### src/rtl/lw_pkg.sv
package lw_pkg;

    // Configuration layout
    localparam int          ATTR_BYTES = 7;
    localparam logic [7:0]  ATTR_OFS   = 8'h59;
    localparam logic [7:0]  SMRAM_OFS  = 8'h72;
    localparam logic [7:0]  SMRAM_RST  = 8'h02;
    localparam int          OPEN_BIT   = 6;
    localparam int          GEN_BIT    = 3;

    // Region set: one BIOS region plus the expansion blocks
    localparam int N_EXP  = 12;
    localparam int N_REG  = N_EXP + 1;
    localparam int REG_W  = $clog2(N_REG);

    typedef enum logic [1:0] {
        DST_NONE = 2'd0,
        DST_DRAM = 2'd1,
        DST_PCI  = 2'd2
    } dest_e;

    typedef struct packed {
        logic we;
        logic re;
    } attr_t;

    typedef struct packed {
        attr_t hi;
        attr_t lo;
    } attr_pair_t;

    typedef struct packed {
        logic             in_attr;
        logic             in_smram;
        logic [REG_W-1:0] region;
    } win_t;

    // Byte index (relative to ATTR_OFS) that holds a region's field
    function automatic int byte_of(input int r);
        return (r + 1) / 2;
    endfunction

    // Region 0 and odd regions sit in the upper nibble
    function automatic bit uses_high(input int r);
        return (r == 0) || ((r % 2) == 1);
    endfunction

endpackage

### src/rtl/lw_cfg_regs.sv
module lw_cfg_regs
    import lw_pkg::*;
(
    input  logic                             clk,
    input  logic                             rst,
    input  logic                             wr_en,
    input  logic [7:0]                       wr_ofs,
    input  logic [7:0]                       wr_data,
    output attr_pair_t [ATTR_BYTES-1:0]      attr_q,
    output logic                             smram_open,
    output logic                             smram_gen
);

    logic [7:0] smram_q;

    genvar b;
    generate
        for (b = 0; b < ATTR_BYTES; b++) begin : g_attr
            localparam logic [7:0] MY_OFS = ATTR_OFS + 8'(b);
            always_ff @(posedge clk) begin
                if (rst) begin
                    attr_q[b] <= '0;
                end else if (wr_en && (wr_ofs == MY_OFS)) begin
                    attr_q[b].hi <= '{we: wr_data[5], re: wr_data[4]};
                    attr_q[b].lo <= '{we: wr_data[1], re: wr_data[0]};
                end
            end
        end
    endgenerate

    always_ff @(posedge clk) begin
        if (rst) begin
            smram_q <= SMRAM_RST;
        end else if (wr_en && (wr_ofs == SMRAM_OFS)) begin
            smram_q <= wr_data;
        end
    end

    assign smram_open = smram_q[OPEN_BIT];
    assign smram_gen  = smram_q[GEN_BIT];

    // Offset range claimed by this block (for the checks below)
    logic ofs_claimed;
    assign ofs_claimed = (wr_ofs >= ATTR_OFS && wr_ofs <= ATTR_OFS + 8'(ATTR_BYTES - 1))
                       || (wr_ofs == SMRAM_OFS);

    // first cycle out of reset shows the reset image
    p_reset_image_r1: assert property (@(posedge clk) disable iff (rst)
        $fell(rst) |-> (attr_q == '0 && smram_q == SMRAM_RST));

    // writes elsewhere leave all state untouched
    p_foreign_ofs_r3: assert property (@(posedge clk) disable iff (rst)
        (wr_en && !ofs_claimed) |=> ($stable(attr_q) && $stable(smram_q)));

    // SMRAM control takes the written byte on the next cycle
    p_smram_capture_r2: assert property (@(posedge clk) disable iff (rst)
        (wr_en && wr_ofs == SMRAM_OFS) |=> (smram_q == $past(wr_data)));

endmodule

### src/rtl/lw_region_map.sv
module lw_region_map
    import lw_pkg::*;
#(
    parameter int                ADDR_W     = 32,
    parameter logic [ADDR_W-1:0] BIOS_BASE  = 'hF0000,
    parameter int                BIOS_LOG2  = 16,
    parameter logic [ADDR_W-1:0] EXP_BASE   = 'hC0000,
    parameter int                EXP_LOG2   = 14,
    parameter logic [ADDR_W-1:0] SMRAM_BASE = 'hA0000,
    parameter int                SMRAM_LOG2 = 17
) (
    input  logic              clk,
    input  logic              rst,
    input  logic [ADDR_W-1:0] addr,
    output win_t              win
);

    localparam logic [ADDR_W-1:0] BIOS_LAST  = BIOS_BASE  + ((ADDR_W'(1) << BIOS_LOG2)  - ADDR_W'(1));
    localparam logic [ADDR_W-1:0] SMRAM_LAST = SMRAM_BASE + ((ADDR_W'(1) << SMRAM_LOG2) - ADDR_W'(1));

    logic [N_REG-1:0] hit;
    logic             smram_hit;

    genvar r;
    generate
        for (r = 0; r < N_REG; r++) begin : g_reg
            if (r == 0) begin : g_bios
                assign hit[r] = (addr >= BIOS_BASE) && (addr <= BIOS_LAST);
            end else begin : g_exp
                localparam logic [ADDR_W-1:0] LO =
                    EXP_BASE + (ADDR_W'(r - 1) << EXP_LOG2);
                localparam logic [ADDR_W-1:0] HI =
                    LO + ((ADDR_W'(1) << EXP_LOG2) - ADDR_W'(1));
                assign hit[r] = (addr >= LO) && (addr <= HI);
            end
        end
    endgenerate

    assign smram_hit = (addr >= SMRAM_BASE) && (addr <= SMRAM_LAST);

    logic [REG_W-1:0] region_idx;
    always_comb begin
        region_idx = '0;
        for (int i = 0; i < N_REG; i++) begin
            if (hit[i]) region_idx = REG_W'(i);
        end
    end

    assign win.in_attr  = |hit;
    assign win.in_smram = smram_hit;
    assign win.region   = region_idx;

    // regions never overlap each other or the SMRAM window
    p_disjoint_r4: assert property (@(posedge clk) disable iff (rst)
        $onehot0({hit, smram_hit}));

endmodule

### src/rtl/lw_attr_select.sv
module lw_attr_select
    import lw_pkg::*;
(
    input  attr_pair_t [ATTR_BYTES-1:0] attr_q,
    output attr_t      [N_REG-1:0]      region_attr
);

    genvar r;
    generate
        for (r = 0; r < N_REG; r++) begin : g_sel
            localparam int BI = byte_of(r);
            if (uses_high(r)) begin : g_hi
                assign region_attr[r] = attr_q[BI].hi;
            end else begin : g_lo
                assign region_attr[r] = attr_q[BI].lo;
            end
        end
    endgenerate

endmodule

### src/rtl/lw_route.sv
module lw_route
    import lw_pkg::*;
(
    input  logic                 clk,
    input  logic                 rst,
    input  win_t                 win,
    input  attr_t [N_REG-1:0]    region_attr,
    input  logic                 smram_open,
    input  logic                 smram_gen,
    input  logic                 acc_write,
    input  logic                 acc_smm,
    output logic                 dram_rd,
    output logic                 dram_wr,
    output logic                 pci_fwd
);

    attr_t sel;
    dest_e dest;

    always_comb begin
        sel = '0;
        for (int r = 0; r < N_REG; r++) begin
            if (win.region == REG_W'(r)) sel = region_attr[r];
        end
    end

    always_comb begin
        dest = DST_NONE;
        if (win.in_smram) begin
            if (acc_smm && smram_gen)  dest = DST_DRAM;
            else if (smram_open)       dest = DST_DRAM;
            else                       dest = DST_PCI;
        end else if (win.in_attr) begin
            if (acc_write ? sel.we : sel.re) dest = DST_DRAM;
            else                             dest = DST_PCI;
        end
    end

    assign dram_rd = (dest == DST_DRAM) && !acc_write;
    assign dram_wr = (dest == DST_DRAM) &&  acc_write;
    assign pci_fwd = (dest == DST_PCI);

    // exactly one destination inside the legacy area, none outside
    p_one_dest_r9: assert property (@(posedge clk) disable iff (rst)
        (win.in_attr || win.in_smram) |-> ($countones({dram_rd, dram_wr, pci_fwd}) == 1));
    p_no_dest_r9: assert property (@(posedge clk) disable iff (rst)
        !(win.in_attr || win.in_smram) |-> !(dram_rd || dram_wr || pci_fwd));

    // DRAM strobes follow the access direction
    p_rd_dir_r5: assert property (@(posedge clk) disable iff (rst)
        dram_rd |-> !acc_write);
    p_wr_dir_r6: assert property (@(posedge clk) disable iff (rst)
        dram_wr |-> acc_write);

    // closed SMRAM is invisible to non-SMM accesses
    p_closed_r7: assert property (@(posedge clk) disable iff (rst)
        (win.in_smram && !acc_smm && !smram_open) |-> pci_fwd);

    // globally enabled SMRAM always serves SMM from DRAM
    p_smm_dram_r8: assert property (@(posedge clk) disable iff (rst)
        (win.in_smram && acc_smm && smram_gen) |-> !pci_fwd);

endmodule

### src/rtl/legacy_window_decoder.sv
module legacy_window_decoder
    import lw_pkg::*;
#(
    parameter int ADDR_W = 32
) (
    input  logic              clk,
    input  logic              rst,
    input  logic              cfg_wr_en,
    input  logic [7:0]        cfg_wr_ofs,
    input  logic [7:0]        cfg_wr_data,
    input  logic [ADDR_W-1:0] acc_addr,
    input  logic              acc_write,
    input  logic              acc_smm,
    output logic              dram_rd,
    output logic              dram_wr,
    output logic              pci_fwd
);

    attr_pair_t [ATTR_BYTES-1:0] attr_q;
    attr_t      [N_REG-1:0]      region_attr;
    logic                        smram_open;
    logic                        smram_gen;
    win_t                        win;

    lw_cfg_regs u_cfg (
        .clk        (clk),
        .rst        (rst),
        .wr_en      (cfg_wr_en),
        .wr_ofs     (cfg_wr_ofs),
        .wr_data    (cfg_wr_data),
        .attr_q     (attr_q),
        .smram_open (smram_open),
        .smram_gen  (smram_gen)
    );

    lw_attr_select u_sel (
        .attr_q      (attr_q),
        .region_attr (region_attr)
    );

    lw_region_map #(
        .ADDR_W (ADDR_W)
    ) u_map (
        .clk  (clk),
        .rst  (rst),
        .addr (acc_addr),
        .win  (win)
    );

    lw_route u_route (
        .clk         (clk),
        .rst         (rst),
        .win         (win),
        .region_attr (region_attr),
        .smram_open  (smram_open),
        .smram_gen   (smram_gen),
        .acc_write   (acc_write),
        .acc_smm     (acc_smm),
        .dram_rd     (dram_rd),
        .dram_wr     (dram_wr),
        .pci_fwd     (pci_fwd)
    );

endmodule

### config.mk
export PLATFORM = sky130hd
export DESIGN_NAME = legacy_window_decoder
export DESIGN_NICKNAME = d
export VERILOG_FILES = /design/src/rtl/lw_pkg.sv /design/src/rtl/lw_cfg_regs.sv /design/src/rtl/lw_region_map.sv /design/src/rtl/lw_attr_select.sv /design/src/rtl/lw_route.sv /design/src/rtl/legacy_window_decoder.sv
export SDC_FILE = /design/constraint.sdc
export NUM_CORES = 1
export LEC_CHECK = 0
export ABC_CLOCK_PERIOD_IN_PS = 2700
export BUFFER_PORTS_ARGS = -buffer_cell sky130_fd_sc_hd__buf_4
export CAP_MARGIN = 40
export CORE_UTILIZATION = 48
export DETAILED_ROUTE_END_ITERATION = 8
export GPL_ROUTABILITY_DRIVEN = 0
export GPL_TIMING_DRIVEN = 0
export MAX_ROUTING_LAYER = met4
export PLACE_DENSITY = 0.81
export SETUP_SLACK_MARGIN = 0.1
export SYNTH_ARGS = -nofsm -noshare
export SYNTH_HDL_FRONTEND = slang
export SYNTH_HIERARCHICAL = 1
export SYNTH_SLANG_ARGS = --single-unit
### constraint.sdc
create_clock -name clk -period 2.7 [get_ports clk]
set_input_delay 0.405 -clock clk [delete_from_list [all_inputs] [get_ports clk]]
set_output_delay 0.405 -clock clk [all_outputs]
set_load 0.1 [all_outputs]
==> out/results.md, run 1 <==
| Step | Metric | Value |
|---|---|---|
| sta | Smallest setup slack after layout | -0.607 ns |
| power and ir drop | Sequential share of power | 55.6% |
| sta | Worst clock skew on the final layout | 0 ns |
| routing | Vias | 1799 |
| critical path | Worst-case reg-to-reg path depth | 2 |
| routing | Total length of routed met2 wires | 2.51 mm |
| cts | Longest Clk Path Bufs | 2 |
| floorplanning | Floorplan die width | 67.1 microns |
| sta | Part of the cycle the worst path needs | 122% |
| floorplanning | Starting density of the core | 50.5% |
| global route | Pin count of the biggest net entering global routing | 15 |
| global route | First-pass GRT wire length | 7.94 mm |
| sta | Tmin final | 3.31 ns |
| cts | Clock slew at reported path FFs | 0.09 ns |
| cts | Maximum level of the CTS H-tree | 1 |
| sta | Endpoints failing hold | 0 |
| yosys | Synth Warn # | 6 |
| final layout | Net count, final | 333 |
| cts | Worst-Skew Late Latency | 0.27 ns |
| power and ir drop | Peak supply drop | 0.000350 V |
| routing | Antenna violation net count after detailed routing | 0 |
| final layout | Syn-to-layout area delta | 33.5% |
| routing | Drt pass-1 iters | 4 |
| routing | Final routed wirelength across all metal layers | 4.98 mm |
| critical path | Req. time, crit path | 2.30 ns |
| min path | Worst Hold Path Cells | 3 |
| min path | Worst Hold Class | in2reg |
| routing | Wl on met1 | 2.06 mm |
| yosys | Post-synth design cell area | 2030 sq um |
| routing | Detailed-route DRC error count | 0 |
| cts | Hold buffer count at cts | 0 |
| sta | Final setup violation count | 3 |
| placement | Cell count after placement | 317 |
| job | MaxCap Viol Count | 0 |
| final layout | Core utilization of the finished layout | 67.4% |
| power and ir drop | Portion of total power attributed to the clock network | 30.3% |
| power and ir drop | Total Power | 0.743 mW |
| routing | Drt first-iter violations | 92 |
| critical path | Critical setup path kind | in2out |
| global route | Number of global-route vias before repair | 1800 |
| cts | Total clock sinks | 28 |
| power and ir drop | Switching component of the power | 0.172 mW |
| placement | Sum of net half-perimeters after detailed placement | 3.60 mm |
| sta | Fmax | 0.302 GHz |
| sta | Worst max-slew margin expressed relative to the limit | 74.3% |
| final layout | Ratio of cells with drive above 1 in the final layout | 40.3% |
| outcome | Status | finished with violations |
| final layout | Final cell count without fillers | 328 |
| floorplanning | Placeable Area | 4030 sq um |
| yosys | Synth Net Count | 281 |
| sta | Unrepaired setup endpoints after global routing | yes |
| final layout | Layout Cell Area excl Fill | 2720 sq um |
| power and ir drop | Pwr dens | 274 nW/um^2 |
| routing | Metal3 WL | 266 microns |
| global route | Overflow left after global routing | 0 |
| placement | IO Port Bufs | 39 |
| power and ir drop | Net Sw Frac | 23.1% |
| global route | Global routing usage summed across all routing layers | 24.5% |
| cts | Number of buffers added by the clock tree synthesis step | 3 |
| outcome | Failing checks | negative setup slack |
| critical path | Endpoint type of the worst setup path | output port |
| global route | Initial antenna violation count | 0 |
| routing | Via density per instance | 5.48 |
| power and ir drop | Cell Int Power | 0.571 mW |
| floorplanning | Rows | 23 |
| floorplanning | Total I/O pin count | 56 |
| sta | Final slew viol count | 0 |
| floorplanning | Total die area | 4500 sq um |
| yosys | Per-instance average area after synthesis | 8.92 sq um |
| critical path | Critical Path AT | 2.90 ns |
| cts | Cell at the root of the clock tree | clkbuf_8 |
| power and ir drop | Share of power burned in combinational logic | 14.0% |
| final layout | # diodes | 0 |
| sta | Tightest Pin Transition | 0.385 ns |
| yosys | Gate Count Post-Synth | 228 |
| power and ir drop | Cell leakage power | 1.17 nW |
| routing | Top sig layer | met4 |
| floorplanning | Die outline height | 67.1 microns |
| cts | TritonCTS clock tree | yes |
| critical path | Kind of start point of the critical path | input pin |
| critical path | Largest fanout on the critical path | 3 |
| placement | Post-DP Area | 2470 sq um |
| routing | Routed WL per cell | 15.2 microns |
per-layer routing:
layer | global-route usage (%) | vias up
met2 | 42.9 | 59
met5 | - | -
met1 | 26.9 | 837
met4 | 12.0 | 0
met3 | 3.25 | 12
li1 | - | 891
what timing repair did:
item / 4_1_cts / 5_1_grt
setup endpoints to repair: 3 / 3
resized for setup: 25 / 7
buffers inserted: 6 / 2
pin swaps: 11 / 8
gates cloned: 0 / 0
final timing paths:
path / from / to / slack [ns]
worst max-delay path: acc_addr[25] / pci_fwd / -0.61
worst min-delay path: cfg_wr_data[6] / u_cfg/smram_q[6] / 0.39
worst max register to register: u_cfg/attr_q[17] / u_cfg/attr_q[17] / 2.08
worst min register to register: u_cfg/attr_q[8] / u_cfg/attr_q[8] / 0.48
power by group through the flow:
stage / Clock [mW] / Combinational [mW] / Sequential, mW
2_1_floorplan: 0 / 0.0372 / 0.423
3_3_place_gp: 0 / 0.0964 / 0.423
3_5_place_dp: 0 / 0.0991 / 0.423
4_1_cts: 0.229 / 0.102 / 0.413
5_1_grt: 0.248 / 0.112 / 0.414
6_report: 0.225 / 0.104 / 0.413
cell type report:
type,count,area [sq um]
Buffer,36,274
Clock buffer,3,41.3
Fill cell,360,1310
Inverter,5,18.8
Multi-Input combinational cell,159,1340
Sequential cell,28,561
Tap cell,50,62.6
Timing Repair Buffer,47,422
registers in the layout, indices dropped and copies added, names as in the netlist:
name           count
u_cfg/attr_q      26
u_cfg/smram_q      2
worst max-delay path: stages:
cell	delay, ns
buf_6	0.10
nor4_4	0.34
nand2_2	0.14
a2111oi_4	0.41
buf_4	0.18
mux2_4	0.31
a221oi_4	0.30
o21ai_1	0.11
o311a_1	0.16
a21oi_2	0.15
a22o_4	0.14
buf_12	0.16
through the flow:
stage | hold WS, ns | TNS (ns) | setup WS [ns]
floorplan | 0.444 | -1.40 | -0.669
global placement | 0.454 | -2.20 | -0.789
CTS | 0.390 | -1.84 | -0.633
detailed placement | 0.465 | -2.45 | -0.886
global route | 0.395 | -2.04 | -0.695
finish | 0.393 | -1.68 | -0.607
layout by cell type (no fill, tap or decap), types with 2 or more instances in the layout:
master,count
buf_4,67
nand2_1,6
and3b_1,2
nor2_1,3
nand4_1,3
buf_12,4
o21ai_0,2
nand2b_1,34
inv_1,5
a21oi_4,2
nor3_1,3
nor4_4,2
nand3b_1,6
a21oi_2,3
nor2b_1,4
dfxtp_1,28
buf_6,9
o31ai_1,2
clkbuf_8,3
nand3_1,5
nand4b_1,3
o21ai_1,4
or2b_1,2
o311a_1,2
mux2i_1,30
a21oi_1,6
clkbuf_1,3
Note: power is estimated with default switching activity, not from simulation.
==> run 2: changes to the inputs <==
--- a/config.mk
+++ b/config.mk
@@ -14,7 +14,9 @@
 export GPL_TIMING_DRIVEN = 0
 export MAX_ROUTING_LAYER = met4
 export PLACE_DENSITY = 0.81
+export RECOVER_POWER = 50
 export SETUP_SLACK_MARGIN = 0.1
+export SLEW_MARGIN = 25
 export SYNTH_ARGS = -nofsm -noshare
 export SYNTH_HDL_FRONTEND = slang
 export SYNTH_HIERARCHICAL = 1
==> run 2 against run 1 <==
  * The flow still finishes with violations (negative setup slack)
  * Clock power about the same
  * Critical path depth unchanged
  * Wire length unchanged
  * Via count up 0.22%
  * Register-to-register slack about the same
  * Sequential power about the same
  * Flip-flop and latch count unchanged
  * Global-route usage unchanged
  * Final cell count unchanged
  * Critical path type unchanged
  * Largest power group unchanged
==> out/results.md, run 2 (synthesis gave the netlist of run 1 again) <==
| Step | Metric | Value |
|---|---|---|
| global route | Initial antenna violation count | 0 |
| final layout | Syn-to-layout area delta | 32.9% |
| placement | Sum of net half-perimeters after detailed placement | 3.60 mm |
| routing | Routed WL per cell | 15.2 microns |
| sta | Part of the cycle the worst path needs | 123% |
| floorplanning | Rows | 23 |
| placement | IO Port Bufs | 39 |
| sta | Worst max-slew margin expressed relative to the limit | 72.7% |
| floorplanning | Placeable Area | 4030 sq um |
| cts | Number of buffers added by the clock tree synthesis step | 3 |
| sta | Fmax | 0.302 GHz |
| critical path | Req. time, crit path | 2.30 ns |
| final layout | Flip-flop count of the largest register after layout | 26 |
| sta | Unrepaired setup endpoints after global routing | yes |
| sta | Worst clock skew on the final layout | 0 ns |
| final layout | Most common cell after layout, fill and taps aside | buf_4 |
| critical path | Top Family by Delay on Critical Path | compound AO/OA/AOI/OAI gates |
| sta | Tightest Pin Transition | 0.406 ns |
| floorplanning | Die outline height | 67.1 microns |
| final layout | Core utilization of the finished layout | 67.1% |
| outcome | Failing checks | negative setup slack |
| power and ir drop | Total Power | 0.742 mW |
| cts | Hold buffer count at cts | 0 |
| global route | Pin count of the biggest net entering global routing | 15 |
| power and ir drop | Cell leakage power | 1.16 nW |
| critical path | Endpoint type of the worst setup path | output port |
| final layout | Largest registers in the final layout | u_cfg/attr_q x26, u_cfg/smram_q x2 |
| sta | Smallest setup slack after layout | -0.609 ns |
| critical path | Slowest cell delay on critical path | 0.41 ns |
| floorplanning | Total die area | 4500 sq um |
| power and ir drop | Peak supply drop | 0.000350 V |
| global route | Number of global-route vias before repair | 1800 |
| floorplanning | Starting density of the core | 50.5% |
| global route | First-pass GRT wire length | 7.94 mm |
| routing | Antenna violation net count after detailed routing | 0 |
| critical path | Slowest cell on the critical path | a2111oi_4 |
| routing | Drt first-iter violations | 87 |
| final layout | Largest Register | u_cfg/attr_q |
| placement | Pre-CTS setup slack | -0.886 ns |
| sta | Final setup violation count | 3 |
| power and ir drop | Pwr dens | 274 nW/um^2 |
| routing | Final routed wirelength across all metal layers | 4.98 mm |
| critical path | Critical setup path kind | in2out |
| min path | Worst Hold Class | in2reg |
| floorplanning | Floorplan die width | 67.1 microns |
| global route | Global routing usage summed across all routing layers | 24.5% |
| final layout | Net count, final | 333 |
| cts | TritonCTS clock tree | yes |
| critical path | Critical Path AT | 2.90 ns |
| cts | Worst-Skew Late Latency | 0.27 ns |
| final layout | Number of filler cells placed in the layout | 363 |
| job | MaxCap Viol Count | 0 |
| routing | Via density per instance | 5.50 |
| outcome | Status | finished with violations |
| sta | Endpoints failing hold | 0 |
| final layout | # diodes | 0 |
| floorplanning | Total I/O pin count | 56 |
| cts | Clock slew at reported path FFs | 0.09 ns |
| cts | Total clock sinks | 28 |
| final layout | Top library cells by usage in the layout, fill and taps aside | 65 x buf_4, 34 x nand2b_1, 30 x mux2i_1 |
| cts | Maximum level of the CTS H-tree | 1 |
| critical path | Kind of start point of the critical path | input pin |
| routing | Drt pass-1 iters | 4 |
| critical path | Worst path buffer plus inverter count | 3 |
| routing | Vias | 1803 |
| critical path | Crit-path cells | buf_6 > nor4_4 > nand2_2 > a2111oi_4 > buf_4 > mux2_4 > a221oi_4 > o21ai_1 > o311a_1 > a21oi_2 > a22o_4 > buf_12 |
| sta | Worst Hold Slack | 0.393 ns |
| global route | Overflow left after global routing | 0 |
| routing | Detailed-route DRC error count | 0 |
| cts | Longest Clk Path Bufs | 2 |
| sta | Final slew viol count | 0 |
| critical path | Largest fanout on the critical path | 3 |
| sta | Tmin final | 3.31 ns |
| final layout | Ratio of cells with drive above 1 in the final layout | 39.2% |
| cts | Cell at the root of the clock tree | clkbuf_8 |
run 2: repair_timing:
item | CTS | global route
resized for setup | 25 | 7
cloned | 0 | 0
pin swaps | 11 | 8
buffers inserted | 6 | 2
endpoints found under the setup margin | 3 | 3
run 2: tightest hold or removal path: stages:
cell     delay [ns]
buf_4          0.11
nand4_1        0.06
a21oi_1        0.06
run 2: metal layers:
layer	vias up	GRT usage (%)	wire, microns
li1	891	-	-
met1	843	26.9	2040
met2	57	42.9	2520
met3	12	3.25	268
met4	0	12.0	147
met5	-	-	0
run 2: power breakdown:
group / switching [mW] / leakage [nW] / internal [mW] / total, mW
Sequential: 0.000262 / 0.225 / 0.413 / 0.413
Combinational: 0.0460 / 0.915 / 0.0568 / 0.103
Clock: 0.125 / 0.0216 / 0.100 / 0.226
run 2: final timing paths:
| check | start | end | slack [ns] | cells past startpoint |
|---|---|---|---|---|
| max | acc_addr[25] | pci_fwd | -0.61 | 12 |
| min | cfg_wr_data[6] | u_cfg/smram_q[6] | 0.39 | 3 |
| max reg2reg | u_cfg/attr_q[17] | u_cfg/attr_q[17] | 2.07 | 2 |
| min reg2reg | u_cfg/attr_q[8] | u_cfg/attr_q[8] | 0.48 | 2 |
run 2: metrics by stage:
step                      std cells  cell area [sq um]  setup TNS (ns)
after floorplan                 228               2110           -1.40
after global placement          317               2470           -2.20
after detailed placement        317               2470           -2.45
after CTS                       326               2660           -1.84
after global routing            328               2700           -2.04
final                           328               2700           -1.69
run 2: area by class of cell:
type / count / area (sq um) / share of cell area [%]
Multi-Input combinational cell: 159 / 1330 / 49.3
Sequential cell: 28 / 561 / 20.7
Timing Repair Buffer: 47 / 414 / 15.3
Buffer: 36 / 274 / 10.1
Tap cell: 50 / 62.6 / 2.31
Clock buffer: 3 / 41.3 / 1.53
Inverter: 5 / 18.8 / 0.694
==> run 3: changes to the inputs <==
--- a/config.mk
+++ b/config.mk
@@ -12,7 +12,6 @@
 export DETAILED_ROUTE_END_ITERATION = 8
 export GPL_ROUTABILITY_DRIVEN = 0
 export GPL_TIMING_DRIVEN = 0
-export MAX_ROUTING_LAYER = met4
 export PLACE_DENSITY = 0.81
 export RECOVER_POWER = 50
 export SETUP_SLACK_MARGIN = 0.1
==> run 3 against run 2 <==
  * The flow still finishes with violations (negative setup slack)
  * Maximum frequency increased by 0.17%
  * Flip-flop and latch count is the same
  * Combinational power about the same
  * Non-clock buffer count is the same
  * Clock power about the same
  * Core utilization down 0.093 points
  * Setup slack improved by 0.0056 ns
  * Sequential power barely moved
  * Via count up 0.22%
  * Power shrank 0.24%
  * Highest routed layer unchanged
  * Critical path type unchanged
  * Die area is the same
==> out/results.md, run 3 (synthesis gave the netlist of run 1 again) <==
| Step | Metric | Value |
|---|---|---|
| sta | Unrepaired setup endpoints after global routing | yes |
| placement | IO Port Bufs | 39 |
| critical path | Reg2Reg Capture Point | u_cfg/attr_q[17] |
| critical path | Slowest cell on the critical path | a2111oi_4 |
| cts | Cell at the root of the clock tree | clkbuf_8 |
| placement | Sum of net half-perimeters after detailed placement | 3.60 mm |
| global route | Global routing usage summed across all routing layers | 23.7% |
| placement | Pre-CTS setup slack | -0.886 ns |
| critical path | Top Family by Delay on Critical Path | compound AO/OA/AOI/OAI gates |
| final layout | Top library cells by usage in the layout, fill and taps aside | 66 x buf_4, 34 x nand2b_1, 30 x mux2i_1 |
| floorplanning | Placeable Area | 4030 sq um |
| min path | HP Start | cfg_wr_data[6] |
| sta | Fmax | 0.303 GHz |
| sta | Worst Hold Slack | 0.393 ns |
| sta | Setup_tns | -1.74 ns |
| critical path | Crit-path cells | buf_6 > nor4_4 > nand2_2 > a2111oi_4 > buf_4 > mux2_4 > a221oi_4 > o21ai_1 > o311a_1 > a21oi_2 > a22o_4 > buf_12 |
| cts | Number of buffers added by the clock tree synthesis step | 3 |
| sta | Endpoints failing hold | 0 |
| critical path | Launch instance of the worst register-to-register path | u_cfg/attr_q[17] |
| cts | Longest Clk Path Bufs | 2 |
| sta | Part of the cycle the worst path needs | 122% |
| outcome | Failing checks | negative setup slack |
| routing | Final routed wirelength across all metal layers | 4.98 mm |
| cts | Worst-Skew Late Latency | 0.27 ns |
| power and ir drop | Cell leakage power | 1.16 nW |
| final layout | Ratio of cells with drive above 1 in the final layout | 39.2% |
| critical path | Kind of start point of the critical path | input pin |
| min path | Worst Hold Path Cells | 3 |
| critical path | Req. time, crit path | 2.30 ns |
| routing | Vias | 1807 |
| sta | Worst max-slew margin expressed relative to the limit | 72.7% |
| critical path | Critical setup path kind | in2out |
| final layout | Most common cell after layout, fill and taps aside | buf_4 |
| floorplanning | Total die area | 4500 sq um |
| cts | Total clock sinks | 28 |
| sta | Smallest setup slack after layout | -0.604 ns |
| routing | Drt pass-1 iters | 4 |
| routing | Detailed-route DRC error count | 0 |
| floorplanning | Rows | 23 |
| global route | Number of global-route vias before repair | 1801 |
| critical path | Slowest cell delay on critical path | 0.41 ns |
| global route | Overflow left after global routing | 0 |
| cts | Clock slew at reported path FFs | 0.09 ns |
| min path | End point of the worst hold path | u_cfg/smram_q[6] |
| cts | Maximum level of the CTS H-tree | 1 |
| floorplanning | Starting density of the core | 50.5% |
| routing | Via density per instance | 5.51 |
| placement | Post-DP Area | 2470 sq um |
| global route | Pin count of the biggest net entering global routing | 15 |
| floorplanning | Die outline height | 67.1 microns |
| final layout | Flip-flop count of the largest register after layout | 26 |
| power and ir drop | Pwr dens | 274 nW/um^2 |
| final layout | Largest Register | u_cfg/attr_q |
| cts | TritonCTS clock tree | yes |
| critical path | Largest fanout on the critical path | 3 |
| routing | Antenna violation net count after detailed routing | 0 |
| critical path | Endpoint type of the worst setup path | output port |
| final layout | # diodes | 0 |
| critical path | R2R setup slack | 2.07 ns |
| routing | Routed WL per cell | 15.2 microns |
| sta | Final setup violation count | 3 |
| outcome | Status | finished with violations |
| final layout | Number of filler cells placed in the layout | 362 |
| final layout | Net count, final | 333 |
| floorplanning | Total I/O pin count | 56 |
| critical path | Worst-case reg-to-reg path depth | 2 |
| placement | Cell count after placement | 317 |
| sta | Worst clock skew on the final layout | 0 ns |
| power and ir drop | Peak supply drop | 0.000344 V |
| final layout | Layout Cell Area excl Fill | 2700 sq um |
| sta | Tightest Pin Transition | 0.407 ns |
| cts | Hold buffer count at cts | 0 |
| floorplanning | Floorplan die width | 67.1 microns |
| critical path | Critical Path AT | 2.90 ns |
| final layout | Largest registers in the final layout | u_cfg/attr_q x26, u_cfg/smram_q x2 |
| global route | Initial antenna violation count | 0 |
| final layout | Syn-to-layout area delta | 32.7% |
| min path | Worst Hold Class | in2reg |
| critical path | Worst path buffer plus inverter count | 3 |
| sta | Tmin final | 3.30 ns |
| job | MaxCap Viol Count | 0 |
| final layout | Final cell count without fillers | 328 |
| routing | Drt first-iter violations | 80 |
| global route | First-pass GRT wire length | 7.93 mm |
| sta | Final slew viol count | 0 |
run 3: cell counts in the layout (fill, tap and decap cells not counted):
Identical to the previous run, type by type.
run 3: repair_timing:
action	CTS	global route
endpoints found under the setup margin	3	3
pin swaps	11	9
buffers inserted	6	2
resized for setup	25	6
run 3: layer usage:
metal,wire (microns),up-vias,track usage (%)
met4,146,0,12.0
met5,0,-,0
met2,2490,67,43.1
met1,2020,835,26.5
met3,311,12,3.42
li1,-,893,-
run 3: power breakdown:
| part | leakage, nW | switching (mW) | internal (mW) |
|---|---|---|---|
| logic | 0.914 | 0.0463 | 0.0568 |
| clock network | 0.0216 | 0.123 | 0.100 |
| registers | 0.225 | 0.000260 | 0.413 |
| total | 1.16 | 0.170 | 0.570 |
run 3: worst register-to-register path, delay by kind of cell, from the launching register on:
family | cells | cell delay, ns
flip-flops | 1 | 0.35
multiplexers | 1 | 0.14
AND/OR/NAND/NOR | 1 | 0.06
run 3: worst max-delay path by stage:
| stage | start | cells after the start | endpoint |
|---|---|---|---|
| 2_1_floorplan | acc_addr[30] | 11 | dram_rd |
| 3_3_place_gp | acc_addr[26] | 13 | pci_fwd |
| 3_5_place_dp | acc_addr[26] | 13 | pci_fwd |
| 4_1_cts | acc_addr[20] | 13 | pci_fwd |
| 5_1_grt | acc_addr[20] | 14 | dram_rd |
| 6_report | acc_addr[25] | 12 | pci_fwd |
run 3: per-stage QoR:
stage	util (%)	total power, mW
global placement	61.3	0.519
CTS	66.1	0.745
detailed placement	61.3	0.522
floorplan	-	0.460
finish	67.0	0.740
global route	67.0	0.770
run 3: layout make-up:
class / instances / area (sq um) / share of cell area [%]
sequential: 28 / 561 / 20.8
clock buffer: 3 / 41.3 / 1.53
tap: 50 / 62.6 / 2.32
buffer: 36 / 270 / 10.0
multi-input combinational: 159 / 1330 / 49.4
inverter: 5 / 18.8 / 0.695
timing repair buffer: 47 / 414 / 15.3
